<file path="src/rtl/arb_pkg.sv">
package arb_pkg;

   // Grant-path decision taken at each rising clock edge.
   typedef enum logic [1:0] {
      ARB_PICK   = 2'd0,  // lock released: grant the best pending request
      ARB_HOLD   = 2'd1,  // lock held, owner kept
      ARB_REVOKE = 2'd2,  // lock held, higher request seen: drop owner
      ARB_WAIT   = 2'd3   // lock held, nobody owns: issue nothing
   } arb_action_e;

   localparam int unsigned ARB_MIN_MASTERS = 2;
   localparam int unsigned ARB_MAX_MASTERS = 64;

endpackage

</file>
<file path="src/rtl/arb_prio_pick.sv">
module arb_prio_pick #(
   parameter int unsigned NUM_MASTERS = 4
) (
   input  logic [NUM_MASTERS-1:0] req,
   output logic [NUM_MASTERS-1:0] win,
   output logic                   win_any
);

   // blocked[i] is set when any index below i is requesting.
   logic [NUM_MASTERS:0] blocked;

   assign blocked[0] = 1'b0;

   generate
      for (genvar gi = 0; gi < NUM_MASTERS; gi++) begin : g_chain
         assign blocked[gi+1] = blocked[gi] | req[gi];
         assign win[gi]       = req[gi] & ~blocked[gi];
      end
   endgenerate

   assign win_any = blocked[NUM_MASTERS];

endmodule

</file>
<file path="src/rtl/arb_grant_ctl.sv">
module arb_grant_ctl
   import arb_pkg::*;
#(
   parameter int unsigned NUM_MASTERS = 4
) (
   input  logic                   clk,
   input  logic                   rst_n,
   input  logic [NUM_MASTERS-1:0] req,
   input  logic                   lock,
   input  logic [NUM_MASTERS-1:0] win,
   input  logic                   win_any,
   output logic [NUM_MASTERS-1:0] gnt
);

   logic [NUM_MASTERS-1:0] gnt_q;
   logic [NUM_MASTERS-1:0] gnt_d;
   logic [NUM_MASTERS-1:0] hi_mask;
   logic                   seen;
   logic                   owned;
   logic                   higher_req;
   arb_action_e            action;

   // hi_mask marks every index with more priority than the current owner.
   always_comb begin
      seen = 1'b0;
      for (int i = NUM_MASTERS - 1; i >= 0; i--) begin
         hi_mask[i] = seen;
         seen       = seen | gnt_q[i];
      end
   end

   assign owned      = |gnt_q;
   assign higher_req = |(req & hi_mask);

   always_comb begin
      if (lock && owned)
         action = higher_req ? ARB_REVOKE : ARB_HOLD;
      else if (lock)
         action = ARB_WAIT;
      else
         action = ARB_PICK;
   end

   always_comb begin
      unique case (action)
         ARB_HOLD:   gnt_d = gnt_q;
         ARB_REVOKE: gnt_d = '0;
         ARB_WAIT:   gnt_d = '0;
         default:    gnt_d = win_any ? win : '0;
      endcase
   end

   always_ff @(posedge clk or negedge rst_n) begin
      if (!rst_n)
         gnt_q <= '0;
      else
         gnt_q <= gnt_d;
   end

   assign gnt = gnt_q;

   a_r2_one_owner: assert property (@(posedge clk) disable iff (!rst_n)
      $onehot0(gnt_q));

   a_r5_lock_hold: assert property (@(posedge clk) disable iff (!rst_n)
      (lock && owned && !(|(req & hi_mask))) |=> $stable(gnt_q));

   a_r6_revoke: assert property (@(posedge clk) disable iff (!rst_n)
      (lock && owned && |(req & hi_mask)) |=> (gnt_q == '0));

   a_r7_lock_wait: assert property (@(posedge clk) disable iff (!rst_n)
      (lock && !owned) |=> (gnt_q == '0));

   a_r4_idle: assert property (@(posedge clk) disable iff (!rst_n)
      (!lock && (req == '0)) |=> (gnt_q == '0));

endmodule

</file>
<file path="src/rtl/arb_fixed_lock.sv">
module arb_fixed_lock
   import arb_pkg::*;
#(
   parameter int unsigned NUM_MASTERS = 4
) (
   input  logic                   clk,
   input  logic                   rst_n,
   input  logic [NUM_MASTERS-1:0] req_n,
   input  logic                   lock_n,
   output logic [NUM_MASTERS-1:0] gnt_n
);

   generate
      if (NUM_MASTERS < ARB_MIN_MASTERS || NUM_MASTERS > ARB_MAX_MASTERS) begin : g_bad_cfg
         $error("arb_fixed_lock: NUM_MASTERS out of range");
      end
   endgenerate

   logic [NUM_MASTERS-1:0] req;
   logic [NUM_MASTERS-1:0] win;
   logic [NUM_MASTERS-1:0] gnt;
   logic                   win_any;
   logic                   lock;

   assign req  = ~req_n;
   assign lock = ~lock_n;

   arb_prio_pick #(
      .NUM_MASTERS (NUM_MASTERS)
   ) u_pick (
      .req     (req),
      .win     (win),
      .win_any (win_any)
   );

   arb_grant_ctl #(
      .NUM_MASTERS (NUM_MASTERS)
   ) u_ctl (
      .clk     (clk),
      .rst_n   (rst_n),
      .req     (req),
      .lock    (lock),
      .win     (win),
      .win_any (win_any),
      .gnt     (gnt)
   );

   assign gnt_n = ~gnt;

   // with the lock released, the registered grant follows the picker.
   a_r3_pick_highest: assert property (@(posedge clk) disable iff (!rst_n)
      (lock_n && (req_n != '1)) |=> (gnt == $past(win)));

   a_r2_win_single: assert property (@(posedge clk) disable iff (!rst_n)
      $onehot0(win));

endmodule

</file>
<file path="config.mk">
export PLATFORM = sky130hd
export DESIGN_NAME = arb_fixed_lock
export DESIGN_NICKNAME = d
export VERILOG_FILES = /design/src/rtl/arb_pkg.sv /design/src/rtl/arb_prio_pick.sv /design/src/rtl/arb_grant_ctl.sv /design/src/rtl/arb_fixed_lock.sv
export SDC_FILE = /design/constraint.sdc
export NUM_CORES = 1
export LEC_CHECK = 0
export BUFFER_PORTS_ARGS = -buffer_cell sky130_fd_sc_hd__buf_4
export CAP_MARGIN = 20
export CELL_PAD_IN_SITES_DETAIL_PLACEMENT = 0
export CELL_PAD_IN_SITES_GLOBAL_PLACEMENT = 1
export CORE_AREA = 5 5 42 44
export CTS_CLUSTER_DIAMETER = 80
export CTS_CLUSTER_SIZE = 8
export DETAILED_ROUTE_END_ITERATION = 8
export DIE_AREA = 0 0 47 49
export PLACE_DENSITY_LB_ADDON = 0.25
export SETUP_SLACK_MARGIN = 0.5
export SYNTH_ARGS = -nofsm -noshare
export SYNTH_HDL_FRONTEND = slang
export SYNTH_HIERARCHICAL = 1
export SYNTH_SLANG_ARGS = --single-unit
</file>
<file path="constraint.sdc">
create_clock -name clk -period 2.1 [get_ports clk]
set_input_delay 0.21 -clock clk [delete_from_list [all_inputs] [get_ports clk]]
set_output_delay 0.21 -clock clk [all_outputs]
set_load 0.02 [all_outputs]
</file>
==> results.toml, run 1 <==
[worst_setup_path]
critPathCaptureType = "flip-flop"
critPathTopFamily = "simple AND/OR/NAND/NOR gates"
critPathLaunchType = "primary input"
worst_ep_required_time_ns = 2.22
crit-reg2reg-launch = "u_ctl/gnt[3]"
cpPeakStageDelay_ns = 0.49
cp_slowest_cell = "or4_1"
path_cells = "buf_4 > inv_1 > or4_1 > and2b_1 > a22o_2"
critPathKind = "in -> reg"
r2r_end = "u_ctl/gnt[0]"
worstPathMaxFanout = 7
r2r_cells = 3
critPathBufInv = 2
arrival_ns = 1.33
rrSetupSlack_ns = 1.03

[timing]
min_period_ns = 1.21
slew_headroom = 0.801
hold_violations = 0
setup_tns_ns = 0
max_freq_ghz = 0.827
worstMarginPinSlew_ns = 0.294
finClkSkew_ns = 0.00228
grt_setup_unrepaired = "no"
drv_slew = 0
hold_ws_ns = 0.311
finalSetupViolations = 0
period_share = 0.576

[min_path]
hp-class = "in -> async"

[clocking]
clock_sinks = 4
cts_tree = "done"
clkTransAtPathRegs_ns = 0.04
cts_buffers = 3
ctsHtreeMaxLevel = 1
clockBufferDepth = 2
cts_resized = 0
cts_hold_buf = 1
clock_latency_ns = 0.23
cts_setup_buffers = 0
root_buffer = "clkbuf_4"

[global_route]
antenna_found_initial = 0
grt_pass1_wl_um = 938
grt_max_degree = 8
grtUsageTotal = 0.0594
grt_pass1_vias = 257
grt.overflow.total = 0

[placed_design]
place_congestion = 0.739
place_inst = 54
io_buffers = 10

[power_and_ir_drop]
power.internal_mw = 0.172
power.density_nw_per_um2 = 573
switching_share = 0.243
peakVddDrop_mv = 0.131
combinationalPowerShare = 0.220
p_switching_mw = 0.0553
pwr-share-seq = 0.376
leakage_nw = 0.199
power_frac_clock = 0.403

[drt]
antenna_left = 0
wl_per_cell_um = 10.5
drc_errors = 0
via_count = 243
vias_per_cell = 4.19
drt_iter0_markers = 0
drtPass1Iterations = 1
routed_wl_um = 608

[finish]
antenna_cells = 0
final_cells = 58
largest_reg_flops = 4
fin_nets = 51
drive_above_1_share = 0.452
final_util = 0.283
nFillCells = 166
syn2layout_area_growth_pct = 43.4

[logic_synthesis]
ys_ff_latch = 4
ys_types = 17
seq_area_frac_synth = 0.362
avgSynthCellArea_um2 = 9.54
synth_fp_nets = 36
synth_cells = 29
syn-cell-area_um2 = 277
ys_warn_count = 6

[status]
status = "finished, final reports clean"

[floorplan]
top_level_ports = 11
die_height_um = 49
die_w_um = 47
dieArea_um2 = 2300
rows = 14
initial_utilization = 0.197
core_area_um2 = 1400

[job]
maxCapViolCount = 0
==> synthesized netlist by cell type, drive strengths merged <==
cell	n	area, µm²
or4	1	7.51
or2b	1	7.51
a32o	1	11.3
and2b	1	7.51
nor4b	1	8.76
inv	9	33.8
a21o	1	8.76
nor2b	1	6.26
or2	1	8.76
a22o	3	27.5
nor3b	1	7.51
o31a	1	8.76
buf	1	7.51
dfrtp	4	100
a21oi	2	25.0
==> cells by family (layout without fill, tap and decap cells) <==
family / Yosys count / count (layout) / synth area share
compound gates: 8 / 8 / 0.294
buf+inv: 10 / 23 / 0.149
flops: 4 / 4 / 0.362
simple gates: 7 / 7 / 0.195
==> layout by cell type, fill, tap and decap left out <==
master / synthesis / final
a21oi_2: 1 / 1
buf_4: 1 / 10
clkbuf_4: 0 / 3
nor2b_1: 1 / 1
and2b_1: 1 / 1
inv_1: 9 / 9
or2_4: 1 / 1
a21o_2: 1 / 1
dfrtp_1: 4 / 4
a22o_1: 2 / 2
dlygate4sd3_1: 0 / 1
a21oi_4: 1 / 1
a32o_2: 1 / 1
or2b_1: 1 / 1
a22o_2: 1 / 1
o31a_1: 1 / 1
nor3b_1: 1 / 1
nor4b_1: 1 / 1
or4_1: 1 / 1
==> how the worst max path moves through the flow <==
stage,start,endpoint,slack (ns),cells after the start
finish,req_n[0],u_ctl/gnt[3],0.89,5
floorplan,req_n[0],u_ctl/gnt[3],0.78,4
global placement,req_n[0],u_ctl/gnt[3],0.67,5
detailed placement,req_n[0],u_ctl/gnt[3],0.65,5
CTS,req_n[0],u_ctl/gnt[3],0.90,5
global route,req_n[0],u_ctl/gnt[3],0.84,5
==> stage by stage <==
| stage | setup WS [ns] | area (µm²) | total power [mW] |
|---|---|---|---|
| floorplan | 0.783 | 277 | 0.116 |
| global placement | 0.667 | 364 | 0.136 |
| detailed placement | 0.649 | 364 | 0.136 |
| CTS | 0.898 | 397 | 0.235 |
| global route | 0.844 | 397 | 0.239 |
| finish | 0.891 | 397 | 0.227 |
==> routing by layer <==
| layer | part of all wire | wire, µm | GRT usage | up-vias |
|---|---|---|---|---|
| li1 | - | - | - | 122 |
| met1 | 0.42 | 256 | 0.0692 | 109 |
| met2 | 0.48 | 290 | 0.0792 | 10 |
| met3 | 0.067 | 41 | 0 | 2 |
| met4 | 0.031 | 19 | 0.0829 | 0 |
| met5 | 0 | 0 | 0 | - |
==> area by class of cell <==
class                           count  area [µm²]  area share
Tap cell                           16        20.0      0.0505
Sequential cell                     4         100       0.252
Multi-Input combinational cell     15         135       0.341
Timing Repair Buffer               11        85.1       0.215
Clock buffer                        3        22.5      0.0568
Inverter                            9        33.8      0.0852
==> power groups by stage <==
stage	registers, mW	logic [mW]	clock network (mW)
floorplan	0.0851	0.0311	0
detailed placement	0.0866	0.0491	0
CTS	0.0856	0.0508	0.0984
global route	0.0861	0.0547	0.0984
finish	0.0855	0.0501	0.0917
global placement	0.0868	0.0492	0
Power figures use the tool's default switching activity.
==> run 2, diff against run 1 <==
==> constraint.sdc (replaced) <==
create_clock -name clk -period 1.1 [get_ports clk]
set_input_delay 0.11 -clock clk [delete_from_list [all_inputs] [get_ports clk]]
set_output_delay 0.11 -clock clk [all_outputs]
set_load 0.02 [all_outputs]
==> run 2 against run 1 <==
  * Final area increased by 21%
  * Flip-flop and latch count unchanged
  * Total power increased by 110%
  * Clock power increased by 92%
==> results.toml, run 2 (same netlist as run 1, synthesis figures left out) <==
[status]
status = "finished, final reports clean"

[drt]
drt_iter0_markers = 2
via_count = 267
vias_per_cell = 4.17
drc_errors = 0
antenna_left = 0
wl_per_cell_um = 9.94
routed_wl_um = 636
drtPass1Iterations = 2

[clocking]
cts_buffers = 3
clock_latency_ns = 0.23
clockBufferDepth = 2
ctsHtreeMaxLevel = 1
root_buffer = "clkbuf_4"
cts_tree = "done"
clock_sinks = 4
clkTransAtPathRegs_ns = 0.04

[global_route]
grt.overflow.total = 0
grtUsageTotal = 0.0628
grt_pass1_wl_um = 986
grt_pass1_vias = 270
antenna_found_initial = 0
grt_max_degree = 7

[worst_setup_path]
critPathLaunchType = "primary input"
worstPathMaxFanout = 4
critPathCaptureType = "flip-flop"
arrival_ns = 1.18
worst_ep_required_time_ns = 1.21
critPathKind = "in -> reg"

[timing]
hold_ws_ns = 0.217
hold_violations = 0
min_period_ns = 1.07
finClkSkew_ns = 0.000491
worstMarginPinSlew_ns = 0.292
setup_tns_ns = 0
slew_headroom = 0.802
max_freq_ghz = 0.936
period_share = 0.971
finalSetupViolations = 0
drv_slew = 0
grt_setup_unrepaired = "yes"
setup_ws_ns = 0.0322

[floorplan]
core_area_um2 = 1400
initial_utilization = 0.197
top_level_ports = 11
die_height_um = 49
dieArea_um2 = 2300
die_w_um = 47
rows = 14

[finish]
drive_above_1_share = 0.729
most-common-layout-cells = "buf_4 (8), buf_6 (8), inv_2 (6)"
antenna_cells = 0
syn2layout_area_growth_pct = 74.2
nFillCells = 157
fin_nets = 57
largest_reg_flops = 4

[placed_design]
io_buffers = 10
place_congestion = 0.747
place_ws_ns = -0.214
hpwlAfterDp_um = 518

[min_path]
hp-class = "in -> async"

[power_and_ir_drop]
power.density_nw_per_um2 = 982
peakVddDrop_mv = 0.240
leakage_nw = 0.232
finalPower_mw = 0.473

[job]
maxCapViolCount = 0
run 2: cell types whose count changed in the layout (fill, tap and decap cells not counted), moves of 2 or more:
| cell | before | now |
|---|---|---|
| buf_4 | 10 | 8 |
| buf_6 | 0 | 8 |
| inv_1 | 9 | 2 |
| inv_2 | 0 | 6 |
run 2: power breakdown:
group	internal, mW	switching [mW]	total (mW)
sequential	0.156	0.00669	0.163
combinational	0.0795	0.0548	0.134
clock	0.122	0.0542	0.176
total	0.357	0.116	0.473
run 2: path summary, 6_finish.rpt:
| check | startpoint | endpoint | slack (ns) | cells past startpoint |
|---|---|---|---|---|
| min in group clk | lock_n | u_ctl/gnt[0] | 0.26 | 3 |
| max in group asynchronous | rst_n | u_ctl/gnt[3] | 0.77 | 2 |
| setup / recovery | req_n[0] | u_ctl/gnt[3] | 0.03 | 5 |
| hold / removal | rst_n | u_ctl/gnt[1] | 0.22 | 2 |
| setup reg to reg | u_ctl/gnt[2] | u_ctl/gnt[3] | 0.05 | 3 |
| hold reg to reg | u_ctl/gnt[2] | u_ctl/gnt[2] | 0.57 | 1 |
run 2: final cells by class:
class                      instances  area, µm²  area share
timing repair buffer              17        160       0.332
clock buffer                       3       22.5      0.0468
multi-input combinational         15        140       0.291
inverter                           9       37.5      0.0779
tap                               16       20.0      0.0416
sequential                         4        101       0.210
run 2: what timing repair did:
action                                  in CTS  in global routing
endpoints found under the setup margin       8                  8
buffers inserted                             2                  0
hold buffers                                 1                  0
hold endpoints to repair                     4                  0
pin swaps                                    5                  1
resized for setup                            5                  8
run 2: per-layer routing:
metal / vias up / share of wire / GRT usage
met5: - / 0 / 0
met4: 0 / 0.030 / 0.0829
met3: 2 / 0.085 / 0
met2: 11 / 0.46 / 0.0837
met1: 119 / 0.42 / 0.0752
li1: 135 / - / -
run 2: critical path: stages:
cell        delay (ns)
buf_6             0.07
clkinvlp_4        0.06
or4_4             0.46
and2b_2           0.23
a22o_2            0.24
run 2: through the flow:
| stage | std cells | utilization | area (µm²) |
|---|---|---|---|
| after global routing | 64 | 0.344 | 482 |
| after floorplan | 29 | - | 280 |
| final | 64 | 0.344 | 482 |
| after global placement | 58 | 0.284 | 398 |
| after CTS | 64 | 0.331 | 464 |
| after detailed placement | 58 | 0.284 | 398 |
==> run 3, diff against run 2 <==
--- a/config.mk
+++ b/config.mk
@@ -14,7 +14,8 @@
 export CTS_CLUSTER_SIZE = 8
 export DETAILED_ROUTE_END_ITERATION = 8
 export DIE_AREA = 0 0 47 49
-export PLACE_DENSITY_LB_ADDON = 0.25
+export PLACE_DENSITY_LB_ADDON = 0.08
+export RECOVER_POWER = 50
 export SETUP_SLACK_MARGIN = 0.5
 export SYNTH_ARGS = -nofsm -noshare
 export SYNTH_HDL_FRONTEND = slang
==> run 3 against run 2 <==
  * Combinational power barely moved
  * Final area rose by 3.1%
  * Clock skew rose by 0.0054 ns
  * Register-to-register slack got worse by 0.02 ns
  * Sequential power barely moved
  * Routed wire length rose by 11%
  * Critical path type is now reg -> reg
==> results.toml, run 3 (same netlist as run 1, synthesis figures left out) <==
[floorplan]
top_level_ports = 11
core_area_um2 = 1400
initial_utilization = 0.197
die_w_um = 47
dieArea_um2 = 2300
rows = 14
die_height_um = 49

[timing]
finClkSkew_ns = 0.00584
setup_tns_ns = 0
hold_violations = 0
period_share = 0.971
slew_headroom = 0.800
drv_slew = 0
min_period_ns = 1.07
worstMarginPinSlew_ns = 0.295
setup_ws_ns = 0.0320
max_freq_ghz = 0.936
grt_setup_unrepaired = "yes"
finalSetupViolations = 0

[finish]
fin_nets = 61
largest_reg_flops = 4
most-common-layout-cells = "buf_4 (10), buf_6 (7), inv_2 (5)"
nFillCells = 156
final_cells = 68
fin_area_um2 = 497
final_common_cell = "buf_4"
drive_above_1_share = 0.692
antenna_cells = 0
syn2layout_area_growth_pct = 79.6

[worst_setup_path]
critPathLaunchType = "flip-flop"
critPathCaptureType = "flip-flop"
cpPeakStageDelay_ns = 0.43
critPathTopFamily = "flip-flops"
r2r_cells = 3
r2r_end = "u_ctl/gnt[0]"
worstPathMaxFanout = 5
cp_slowest_cell = "dfrtp_2"
worst_ep_required_time_ns = 1.27
critPathBufInv = 0
critPathKind = "reg -> reg"
path_cells = "or2_4 > a21oi_2 > a32o_2"
arrival_ns = 1.24
crit-reg2reg-launch = "u_ctl/gnt[3]"
rrSetupSlack_ns = 0.03

[global_route]
grt_max_degree = 7
antenna_found_initial = 0
grt_pass1_wl_um = 1140
grtUsageTotal = 0.0699
grt.overflow.total = 0
grt_pass1_vias = 284

[placed_design]
place_inst = 60
io_buffers = 10
place_ws_ns = -0.203
place_congestion = 0.736
place_area_um2 = 413

[min_path]
hp-class = "in -> async"

[power_and_ir_drop]
leakage_nw = 0.243
finalPower_mw = 0.475
power.density_nw_per_um2 = 957
peakVddDrop_mv = 0.431

[drt]
vias_per_cell = 4.35
drt_iter0_markers = 5
via_count = 296
routed_wl_um = 708
antenna_left = 0
drtPass1Iterations = 2
drc_errors = 0
wl_per_cell_um = 10.4

[clocking]
root_buffer = "clkbuf_4"
cts_buffers = 3
ctsHtreeMaxLevel = 1
clkTransAtPathRegs_ns = 0.04
clock_sinks = 4
clockBufferDepth = 2
cts_tree = "done"
clock_latency_ns = 0.24

[status]
status = "finished, final reports clean"

[job]
maxCapViolCount = 0
[run 3: through the flow]
| stage | utilization | hold slack [ns] |
|---|---|---|
| floorplan | - | -0.186 |
| global placement | 0.295 | -0.0945 |
| detailed placement | 0.295 | -0.0933 |
| CTS | 0.351 | 0.206 |
| global route | 0.354 | 0.252 |
| finish | 0.354 | 0.233 |
[run 3: timing repair]
action / in CTS / in global routing
pin swaps: 5 / 0
resized for setup: 8 / 6
setup buffers: 3 / 1
hold endpoints to repair: 4 / 0
cloned: 0 / 0
setup endpoints to repair: 8 / 8
hold buffers: 1 / 0
[run 3: area by class of cell]
| cell class | instances | area, µm² | share of cell area |
|---|---|---|---|
| Timing Repair Buffer | 21 | 176 | 0.355 |
| Multi-Input combinational cell | 15 | 136 | 0.275 |
| Sequential cell | 4 | 101 | 0.204 |
| Inverter | 9 | 40.0 | 0.0806 |
| Clock buffer | 3 | 22.5 | 0.0453 |
| Tap cell | 16 | 20.0 | 0.0403 |
[run 3: worst max-delay path by stage]
stage	start	to	slack, ns	cells past startpoint
after floorplan	req_n[0]	u_ctl/gnt[3]	-0.09	4
after global placement	req_n[1]	u_ctl/gnt[3]	-0.18	5
after detailed placement	req_n[1]	u_ctl/gnt[2]	-0.20	5
after CTS	u_ctl/gnt[3]	gnt_n[3]	0.03	3
after global routing	u_ctl/gnt[3]	u_ctl/gnt[0]	0.02	3
final	u_ctl/gnt[3]	u_ctl/gnt[0]	0.03	3
[run 3: power breakdown]
group,internal (mW),switching (mW),leakage (nW)
sequential,0.156,0.00638,0.0517
combinational,0.0752,0.0565,0.177
clock,0.122,0.0593,0.0138
[run 3: layer usage]
metal	wire length, µm	part of all wire	GRT usage	up-vias
met5	0	0	0	-
met4	0	0	0.0415	0
met3	72	0.10	0.0332	0
met2	347	0.49	0.0995	10
met1	288	0.41	0.0819	139
li1	-	-	-	147
